File: src/rtl/wdiv_pkg.sv
package wdiv_pkg;

    typedef enum logic [1:0] {
        SZ_BYTE = 2'd0,
        SZ_HALF = 2'd1,
        SZ_WORD = 2'd2,
        SZ_DBL  = 2'd3
    } op_size_e;

    typedef enum logic {
        ST_IDLE = 1'b0,
        ST_RUN  = 1'b1
    } div_state_e;

    localparam int NUM_SIZES = 4;

endpackage

File: src/rtl/wdiv_prep.sv
module wdiv_prep
    import wdiv_pkg::*;
#(
    parameter int XLEN = 64
) (
    input  logic [XLEN-1:0]            hi_i,
    input  logic [XLEN-1:0]            lo_i,
    input  logic [XLEN-1:0]            div_i,
    input  op_size_e                   size_i,
    input  logic                       mode64_i,
    output logic [XLEN-1:0]            rem0_o,
    output logic [XLEN-1:0]            quo0_o,
    output logic [XLEN-1:0]            div_o,
    output logic [$clog2(XLEN+1)-1:0]  steps_o,
    output logic                       fault_o
);
    localparam int CW = $clog2(XLEN+1);

    logic [XLEN-1:0] c_hi    [NUM_SIZES];
    logic [XLEN-1:0] c_lo    [NUM_SIZES];
    logic [XLEN-1:0] c_div   [NUM_SIZES];
    logic [CW-1:0]   c_steps [NUM_SIZES];
    logic            c_ovf   [NUM_SIZES];

    for (genvar k = 0; k < NUM_SIZES; k++) begin : g_size
        localparam int W = XLEN >> (NUM_SIZES - 1 - k);
        logic [W-1:0] h;
        logic [W-1:0] l;
        logic [W-1:0] d;
        if (k == 0) begin : g_packed
            // byte mode: whole dividend sits in the low half input
            assign h = lo_i[2*W-1:W];
            assign l = lo_i[W-1:0];
        end else begin : g_split
            assign h = hi_i[W-1:0];
            assign l = lo_i[W-1:0];
        end
        assign d          = div_i[W-1:0];
        assign c_hi[k]    = XLEN'(h);
        // low half left-aligned so its MSB is shifted out first
        assign c_lo[k]    = XLEN'(l) << (XLEN - W);
        assign c_div[k]   = XLEN'(d);
        assign c_steps[k] = CW'(W);
        // quotient fits in W bits only when h < d; covers d == 0
        assign c_ovf[k]   = (h >= d);
    end

    always_comb begin
        rem0_o  = c_hi[size_i];
        quo0_o  = c_lo[size_i];
        div_o   = c_div[size_i];
        steps_o = c_steps[size_i];
        fault_o = c_ovf[size_i] | ((size_i == SZ_DBL) & ~mode64_i);
    end

endmodule

File: src/rtl/wdiv_core.sv
module wdiv_core #(
    parameter int XLEN = 64
) (
    input  logic            clk,
    input  logic            rst,
    input  logic            load_i,
    input  logic            step_i,
    input  logic [XLEN-1:0] rem0_i,
    input  logic [XLEN-1:0] quo0_i,
    input  logic [XLEN-1:0] div_i,
    output logic [XLEN-1:0] rem_nxt_o,
    output logic [XLEN-1:0] quo_nxt_o
);
    logic [XLEN-1:0] rem_q;
    logic [XLEN-1:0] quo_q;
    logic [XLEN:0]   trial;
    logic [XLEN+1:0] diff;
    logic            take;

    always_comb begin
        trial     = {rem_q, quo_q[XLEN-1]};
        diff      = {1'b0, trial} - {2'b00, div_i};
        take      = ~diff[XLEN+1];
        rem_nxt_o = take ? diff[XLEN-1:0] : trial[XLEN-1:0];
        quo_nxt_o = {quo_q[XLEN-2:0], take};
    end

    always_ff @(posedge clk) begin
        if (rst) begin
            rem_q <= '0;
            quo_q <= '0;
        end else if (load_i) begin
            rem_q <= rem0_i;
            quo_q <= quo0_i;
        end else if (step_i) begin
            rem_q <= rem_nxt_o;
            quo_q <= quo_nxt_o;
        end
    end

endmodule

File: src/rtl/wdiv_pack.sv
module wdiv_pack
    import wdiv_pkg::*;
#(
    parameter int XLEN = 64
) (
    input  op_size_e        size_i,
    input  logic [XLEN-1:0] quo_i,
    input  logic [XLEN-1:0] rem_i,
    output logic [XLEN-1:0] quo_o,
    output logic [XLEN-1:0] rem_o
);
    logic [XLEN-1:0] c_q [NUM_SIZES];
    logic [XLEN-1:0] c_r [NUM_SIZES];

    for (genvar k = 0; k < NUM_SIZES; k++) begin : g_size
        localparam int W = XLEN >> (NUM_SIZES - 1 - k);
        if (k == 0) begin : g_packed
            assign c_q[k] = XLEN'({rem_i[W-1:0], quo_i[W-1:0]});
        end else begin : g_plain
            assign c_q[k] = XLEN'(quo_i[W-1:0]);
        end
        assign c_r[k] = XLEN'(rem_i[W-1:0]);
    end

    always_comb begin
        quo_o = c_q[size_i];
        rem_o = c_r[size_i];
    end

endmodule

File: src/rtl/wide_udiv.sv
module wide_udiv
    import wdiv_pkg::*;
#(
    parameter int XLEN = 64
) (
    input  logic            clk,
    input  logic            rst,
    input  logic            start,
    input  logic            mode64,
    input  logic [1:0]      size,
    input  logic [XLEN-1:0] dvd_hi,
    input  logic [XLEN-1:0] dvd_lo,
    input  logic [XLEN-1:0] divisor,
    output logic            done,
    output logic            fault,
    output logic [XLEN-1:0] quotient,
    output logic [XLEN-1:0] remainder
);
    localparam int CW = $clog2(XLEN+1);

    div_state_e      state_q, state_d;
    logic [CW-1:0]   cnt_q, cnt_d;
    op_size_e        size_q;
    logic [XLEN-1:0] div_q;

    logic [XLEN-1:0] pre_rem0, pre_quo0, pre_div;
    logic [CW-1:0]   pre_steps;
    logic            pre_fault;
    logic [XLEN-1:0] nxt_rem, nxt_quo;
    logic [XLEN-1:0] pk_quo, pk_rem;

    logic accept, load_en, step_en, last_step;

    assign accept    = start && (state_q == ST_IDLE);
    assign load_en   = accept && !pre_fault;
    assign step_en   = (state_q == ST_RUN);
    assign last_step = step_en && (cnt_q == CW'(1));

    wdiv_prep #(.XLEN(XLEN)) u_prep (
        .hi_i     (dvd_hi),
        .lo_i     (dvd_lo),
        .div_i    (divisor),
        .size_i   (op_size_e'(size)),
        .mode64_i (mode64),
        .rem0_o   (pre_rem0),
        .quo0_o   (pre_quo0),
        .div_o    (pre_div),
        .steps_o  (pre_steps),
        .fault_o  (pre_fault)
    );

    wdiv_core #(.XLEN(XLEN)) u_core (
        .clk       (clk),
        .rst       (rst),
        .load_i    (load_en),
        .step_i    (step_en),
        .rem0_i    (pre_rem0),
        .quo0_i    (pre_quo0),
        .div_i     (div_q),
        .rem_nxt_o (nxt_rem),
        .quo_nxt_o (nxt_quo)
    );

    wdiv_pack #(.XLEN(XLEN)) u_pack (
        .size_i (size_q),
        .quo_i  (nxt_quo),
        .rem_i  (nxt_rem),
        .quo_o  (pk_quo),
        .rem_o  (pk_rem)
    );

    // next-state and step counter
    always_comb begin
        state_d = state_q;
        cnt_d   = cnt_q;
        unique case (state_q)
            ST_IDLE: begin
                if (load_en) begin
                    state_d = ST_RUN;
                    cnt_d   = pre_steps;
                end
            end
            ST_RUN: begin
                cnt_d = cnt_q - CW'(1);
                if (last_step) begin
                    state_d = ST_IDLE;
                end
            end
            default: state_d = ST_IDLE;
        endcase
    end

    // state register
    always_ff @(posedge clk) begin
        if (rst) begin
            state_q <= ST_IDLE;
            cnt_q   <= '0;
            size_q  <= SZ_BYTE;
            div_q   <= '0;
        end else begin
            state_q <= state_d;
            cnt_q   <= cnt_d;
            if (load_en) begin
                size_q <= op_size_e'(size);
                div_q  <= pre_div;
            end
        end
    end

    // outputs
    always_ff @(posedge clk) begin
        if (rst) begin
            done      <= 1'b0;
            fault     <= 1'b0;
            quotient  <= '0;
            remainder <= '0;
        end else begin
            done <= last_step || (accept && pre_fault);
            if (accept) begin
                fault <= pre_fault;
            end
            if (last_step) begin
                quotient  <= pk_quo;
                remainder <= pk_rem;
            end
        end
    end

endmodule

File: config.mk
export PLATFORM = sky130hd
export DESIGN_NAME = wide_udiv
export DESIGN_NICKNAME = d
export VERILOG_FILES = /design/src/rtl/wdiv_pkg.sv /design/src/rtl/wdiv_prep.sv /design/src/rtl/wdiv_core.sv /design/src/rtl/wdiv_pack.sv /design/src/rtl/wide_udiv.sv
export SDC_FILE = /design/constraint.sdc
export NUM_CORES = 1
export LEC_CHECK = 0
export BUFFER_PORTS_ARGS = -buffer_cell sky130_fd_sc_hd__buf_2
export CORE_ASPECT_RATIO = 1.1
export CORE_MARGIN = 2
export CORE_UTILIZATION = 35
export DETAILED_ROUTE_END_ITERATION = 8
export PLACE_DENSITY_LB_ADDON = 0.3
export SLEW_MARGIN = 20
export SYNTH_ARGS = -nofsm -noshare
export SYNTH_HDL_FRONTEND = slang
export SYNTH_SLANG_ARGS = --single-unit
File: constraint.sdc
create_clock -name clk -period 5.6 [get_ports clk]
set_input_delay 0.56 -clock clk [delete_from_list [all_inputs] [get_ports clk]]
set_output_delay 0.56 -clock clk [all_outputs]
set_load 0.02 [all_outputs]
# --- After elaboration in Yosys (flattened, before gate mapping) ---
# Index checks and enable logic that the tools add are counted.
classes:
  div: 0
  addsub: 2
  n_mux: 31
  n_mul: 0
  n_reduce_logical: 7
  n_eq_ne: 3
  n_bitwise: 7
  n_shift: 0
  magnitude_cmp: 6
ops:
  columns: ["cell", "count"]
  rows:
  - ["$mux W64", 15]
  - ["$bmux W64 S2", 5]
  - ["$sub A65 B64 Y66", 1]
  - ["$ge A64 B64 Y1", 1]
  - ["$ge A32 B32 Y1", 1]
  - ["$mux W7", 3]
  - ["$ge A16 B16 Y1", 1]
  - ["$bmux W7 S2", 1]
  - ["$pmux W7 S2", 1]
  - ["$ge A8 B8 Y1", 1]
  - ["$eq A7 B1 Y1 const B", 1]
  - ["$sub A7 B1 Y7 const B", 1]
  - ["$ge A3 B3 Y1 const B", 2]
  - ["$not A2 Y3", 2]
  - ["$logic_and A1 B1 Y1", 4]
  - ["$mux W1", 4]
  - ["$not A1 Y1", 3]
  - ["$bmux W1 S2", 1]
  - ["$eq A2 B2 Y1 const B", 1]
  - ["$ne A2 B2 Y1 const B", 1]
  - ["$pmux W1 S2", 1]
  - ["$reduce_bool A2 Y1", 1]
  - ["$and A1 B1 Y1", 1]
  - ["$logic_not A1 Y1", 1]
  - ["2 further kinds", 2]
word_totals:
  regBits: 332
  latchBits: 0
  wordCells: 66
  ramBits: 0
  output_inout_bits: 130
  rom_bits: 0
  inputBits: 198
  memories: 0

# --- Longest topological paths before layout ---
depth:
  ltp_word: 9
  mapped_depth: 16
  mapped_depth_nobuf: 13

# --- Cells and area by module ---
# From an unflattened synthesis, not the netlist that was laid out.
hier_totals:
  cells_unflattened: 3098
  area_unflattened_um2: 23328.6
modules_own_cells:
  columns: ["module", "n_inst", "seq_area_each_um2", "cells_per_inst", "area_each_um2"]
  rows:
  - ["wdiv_core", 1, 2562.5, 1517, 11230.8]
  - ["wide_udiv", 1, 4083.9, 930, 7537.2]
  - ["wdiv_prep", 1, 0.0, 504, 3595.9]
  - ["wdiv_pack", 1, 0.0, 147, 964.7]

# --- Worst setup path before layout ---
# No wires, ideal clock.
synth_timing:
  kind: "input -> register"
  start: "in divisor[17]"
  end: "reg u_core.rem_q[61]"
  t_required_ns: 5.514
  setup_slack_ns: 2.162
  arrival_time_ns: 3.352
  n_path_buf: 2
  setup_ns: 0.086
  path_stages: 13
  cell_sequence: "inv_1 -> ha_1 -> a21oi_1 -> o21ai_1 -> a221o_1 -> a2111o_1 -> o211ai_2 -> o2111ai_2 -> or3_4 -> buf_2 -> buf_6 -> a311o_1 -> a221oi_2"
synth_between:
  elab_chain_cells: 8
  elab_cells_between_ends: 10
  classes_between: "order compare (2); mux (4); bitwise (1); reduce/logical (3)"
synth_lines:
  columns: ["element", "line", "rtl"]
  rows:
  - ["start, declared", "wide_udiv.sv:13", "input logic [XLEN-1:0] divisor,"]
  - ["$ge A64 B64 Y1 or $ge A32 B32 Y1 (tied branches)", "wdiv_prep.sv:45", "assign c_ovf[k] = (h >= d);"]
  - ["$bmux W1 S2 (*)", "wdiv_prep.sv:53", "fault_o = c_ovf[size_i] | ((size_i == SZ_DBL) & ~mode64_i);"]
  - ["$mux W1 (implied by the code) (*) (2 in series)", "wdiv_prep.sv:53", null]
  - ["$or A1 B1 Y1 (*)", "wdiv_prep.sv:53", null]
  - ["$logic_not A1 Y1 (*)", "wide_udiv.sv:35", "assign load_en = accept && !pre_fault;"]
  - ["$logic_and A1 B1 Y1 (*)", "wide_udiv.sv:35", null]
  - ["$mux W64 or $reduce_bool A2 Y1 (tied branches)", null, null]
  - ["end signal, assigned", "wdiv_core.sv:33", "rem_q <= rem0_i;"]
  - ["end signal, assigned", "wdiv_core.sv:36", "rem_q <= rem_nxt_o;"]
  - ["end, declared", "wdiv_core.sv:14", "logic [XLEN-1:0] rem_q;"]
# Mark *: on every way between the ends. The rest lies on a longest branch, timed or not. The select of a mux whose other input is x is not followed.
# A chain may end at the register's enable or synchronous reset.

# --- Final worst setup path ---
layout_timing:
  start: "reg div_q[2]"
  end: "reg u_core.rem_q[48]"
layout_between:
  elab_chain_cells: 4
layout_lines:
  columns: ["element", "line", "rtl"]
  rows:
  - ["start, declared", "wide_udiv.sv:24", "logic [XLEN-1:0] div_q;"]
  - ["start signal, assigned", "wide_udiv.sv:105", "div_q <= pre_div;"]
  - ["$sub A65 B64 Y66", "wdiv_core.sv:22", "diff = {1'b0, trial} - {2'b00, div_i};"]
  - ["$mux W64", "wdiv_core.sv:24", "rem_nxt_o = take ? diff[XLEN-1:0] : trial[XLEN-1:0];"]
  - ["$mux W64", "wdiv_core.sv:35", "end else if (step_i) begin"]
  - ["$mux W64", "wdiv_core.sv:32", "end else if (load_i) begin"]
# No other way between the ends. The select of a mux whose other input is x is not followed.

==> impl_metrics.ini <==
[status]
status = completed

[floorplanning]
die_h_um = 251.2
die_area_um2 = 57470
initial_core_util = 0.3547
die_w_um = 228.8
core_um2 = 54840
fp-row-count = 90
ioPinCount = 328

[sta]
worst_pin_slew_ns = 1.070
tns_ns = 0
fin_skew_ns = 0.02195
layout_setup_ws_ns = 1.213
fmaxAchievable_mhz = 227.9
hold_viol_final = 0
finalSetupViolCount = 0
drv_slew = 0
slew-limit-headroom = 0.2842
final.period_utilization = 0.7834
min_period_ns = 4.387
rsz0062_at_grt = no

[grt]
grt_max_degree = 195
gr-total-overflow = 0
globalRouteTotalUtil = 0.2487
grt_pass1_wl_um = 112600
grt_pass1_vias = 19480
antenna_found_initial = 9

[clock_network]
clock_latency_ns = 0.56
post_cts_buffers = 0
holdBufCountCts = 0
cts_root_buf = clkbuf_16
clk_pin_slew_worst_paths_ns = 0.06
cts-resized-gates = 0
numCtsBuffers = 38
htree_num_levels = 2
clock_sinks = 332
clockBufferDepth = 3
cts_tree = yes

[synthesis]
synth_xor_area_frac = 0.02612
synthTopCellsByArea = dfxtp_1, ha_1, a21oi_1
syn_area_per_cell_um2 = 7.887
yosysTopAreaCell = dfxtp_1
synth-simple-area-share = 0.1737
ys_seq_elements = 332
synthAdderAreaFrac = 0.08980
yosysWarnings = 0
netlist_area_um2 = 19450
ys_types = 83
synth_top_family_by_area = compound AO/OA/AOI/OAI gates
yosys_most_used_dff = dfxtp_1
synth_fp_nets = 2803
ys_seq_area_frac = 0.3417
synth_edf_count = 0
muxShareOfSynthArea = 0.03866
synth_top_area_share = 0.3417
synth_cells = 2466
synth_compound_area_frac = 0.2622
async_flop_share = 0

[critical_path]
worstPathArrival_ns = 4.78
cp-end-kind = flip-flop
timing.critical_path.mode_cell = o211ai_1
cp_max_fo = 74
path_cells = inv_1, ha_1, o211ai_1, a21oi_1, o31ai_1, o211a_1, o211ai_1, nand2_1, o211a_4, buf_4, mux2i_1, a211oi_1
required_ns = 5.99
slowest_delay_ns = 0.88
critPathKind = reg -> reg
cpMaxStageDelayCell = o211a_4
start_kind = flip-flop

[drt]
vias = 19750
drt-total-wl_um = 73960
vias_per_cell = 5.732
drc = 0
initialDrtViolationCount = 1476
post_drt_wl_per_cell_um = 21.46
detail-route-antenna-nets = 0
drtPass1Iterations = 7

[layout]
post-route-util = 0.4180
drive_above_1_share = 0.1792
instances_no_fill = 3446
fillers = 5645
area_delta_synth_final_pct = 17.84
nNetsFinal = 3015

[min_path]
hp-class = in -> reg

[power_and_ir_drop]
p_total_w = 0.01085
power_leakage_nw = 9.674
powerDensity_nw_per_um2 = 473.3
peakVddDrop_v = 0.0003832

[placed_design]
io_buffer_count = 327
gp_congestion = 0.9371
place_inst = 3374
dp_slack_ns = 0.7448
place_hpwl_um = 54050

[job]
cap_violations = 0
==> registers in the layout, indices dropped and copies added, names as in the netlist <==
name and count:
remainder 64, fault 1, quotient 64, size_q 2
done 1, div_q 64, u_core.rem_q 64, u_core.quo_q 64
state_q 1, cnt_q 7
==> worst max-delay path, delay by kind of cell, from the launching register on <==
family | cells | cell delay [ns]
adder cells (fa/ha/maj) | 1 | 0.34
multiplexers | 1 | 0.55
flip-flops | 1 | 0.34
AO/OA/AOI/OAI | 7 | 2.28
buffers and inverters | 2 | 0.43
AND/OR/NAND/NOR | 1 | 0.27
==> report_power, final <==
group | internal [W] | total [W] | switching, W
logic | 0.00204 | 0.00541 | 0.00337
clock network | 0.00164 | 0.00268 | 0.00104
registers | 0.00255 | 0.00276 | 0.000201
==> Yosys cell counts (16+ instances only) <==
cell / count
nor2_1: 212
a221oi_1: 22
a2111oi_0: 47
nand2b_1: 21
mux2i_1: 20
xor2_1: 17
nor3_1: 34
o21ai_0: 101
buf_1: 21
mux2_2: 33
dfxtp_1: 332
buf_2: 16
a222oi_1: 33
nand4_1: 34
nand2_1: 281
a21oi_1: 318
nand3_1: 102
clkbuf_1: 138
o21bai_1: 20
xnor2_1: 41
ha_1: 138
inv_1: 166
a22oi_1: 63
o211ai_1: 19
a21o_1: 30
==> stage by stage <==
step | cell area (um2) | hold slack [ns]
floorplan | 19450 | 0.4319
global placement | 21580 | 0.4321
detailed placement | 21580 | 0.4359
CTS | 22910 | 0.2457
global route | 22920 | 0.2655
finish | 22920 | 0.2666
==> cell usage in the layout (no fill, tap or decap), drive strengths merged, types with 13 or more instances in the layout <==
master   count
nand4       34
o21ai      103
a21oi      318
o211ai      20
clkbuf      58
xnor2       41
a21o        30
inv        167
dfxtp      332
nand2      282
a211oi      15
xor2        17
a222oi      33
a221oi      25
a22oi       63
nor3        35
nand3      102
a2111oi     49
a32oi       14
mux2        33
buf        348
nor2       213
o21a        13
ha         138
nand2b      21
mux2i       20
o21bai      20
==> routing by layer <==
| layer | share of wire | up-vias | global-route usage |
|---|---|---|---|
| li1 | - | 9330 | - |
| met1 | 0.41 | 9496 | 0.2990 |
| met2 | 0.48 | 741 | 0.4300 |
| met3 | 0.068 | 176 | 0.04877 |
| met4 | 0.047 | 10 | 0.1087 |
| met5 | 0.00078 | - | 0 |
==> kinds of logic (layout without fill, tap and decap cells) <==
| logic type | after synthesis | count (layout) |
|---|---|---|
| buffers and inverters | 343 | 583 |
| and+or+nand+nor | 755 | 755 |
| DFF | 332 | 332 |
| other | 0 | 4 |
| xor gates and xnor gates | 58 | 58 |
| adders and majority gates | 139 | 139 |
| AOI/OAI and AO/OA | 778 | 778 |
| muxes | 61 | 61 |
==> layout make-up <==
type / count / area [um2] / area share
Inverter: 166 / 623.1 / 0.02718
Clock buffer: 57 / 1144 / 0.04989
Antenna cell: 4 / 10.01 / 0.0004367
Sequential cell: 332 / 6650 / 0.2901
Multi-Input combinational cell: 1791 / 11540 / 0.5034
Tap cell: 736 / 920.9 / 0.04018
Timing Repair Buffer: 349 / 1848 / 0.08063
Clock inverter: 11 / 186.4 / 0.008134
==> path summary, 6_finish.rpt <==
kind,from,to,slack [ns],cells after the start
hold reg to reg,remainder[33],remainder[33],0.44,2
setup / recovery,div_q[2],u_core.rem_q[48],1.21,12
hold / removal,divisor[1],div_q[1],0.27,3
setup reg to reg,div_q[2],u_core.rem_q[48],1.21,12
No activity file was read; power rests on OpenSTA's default activity.
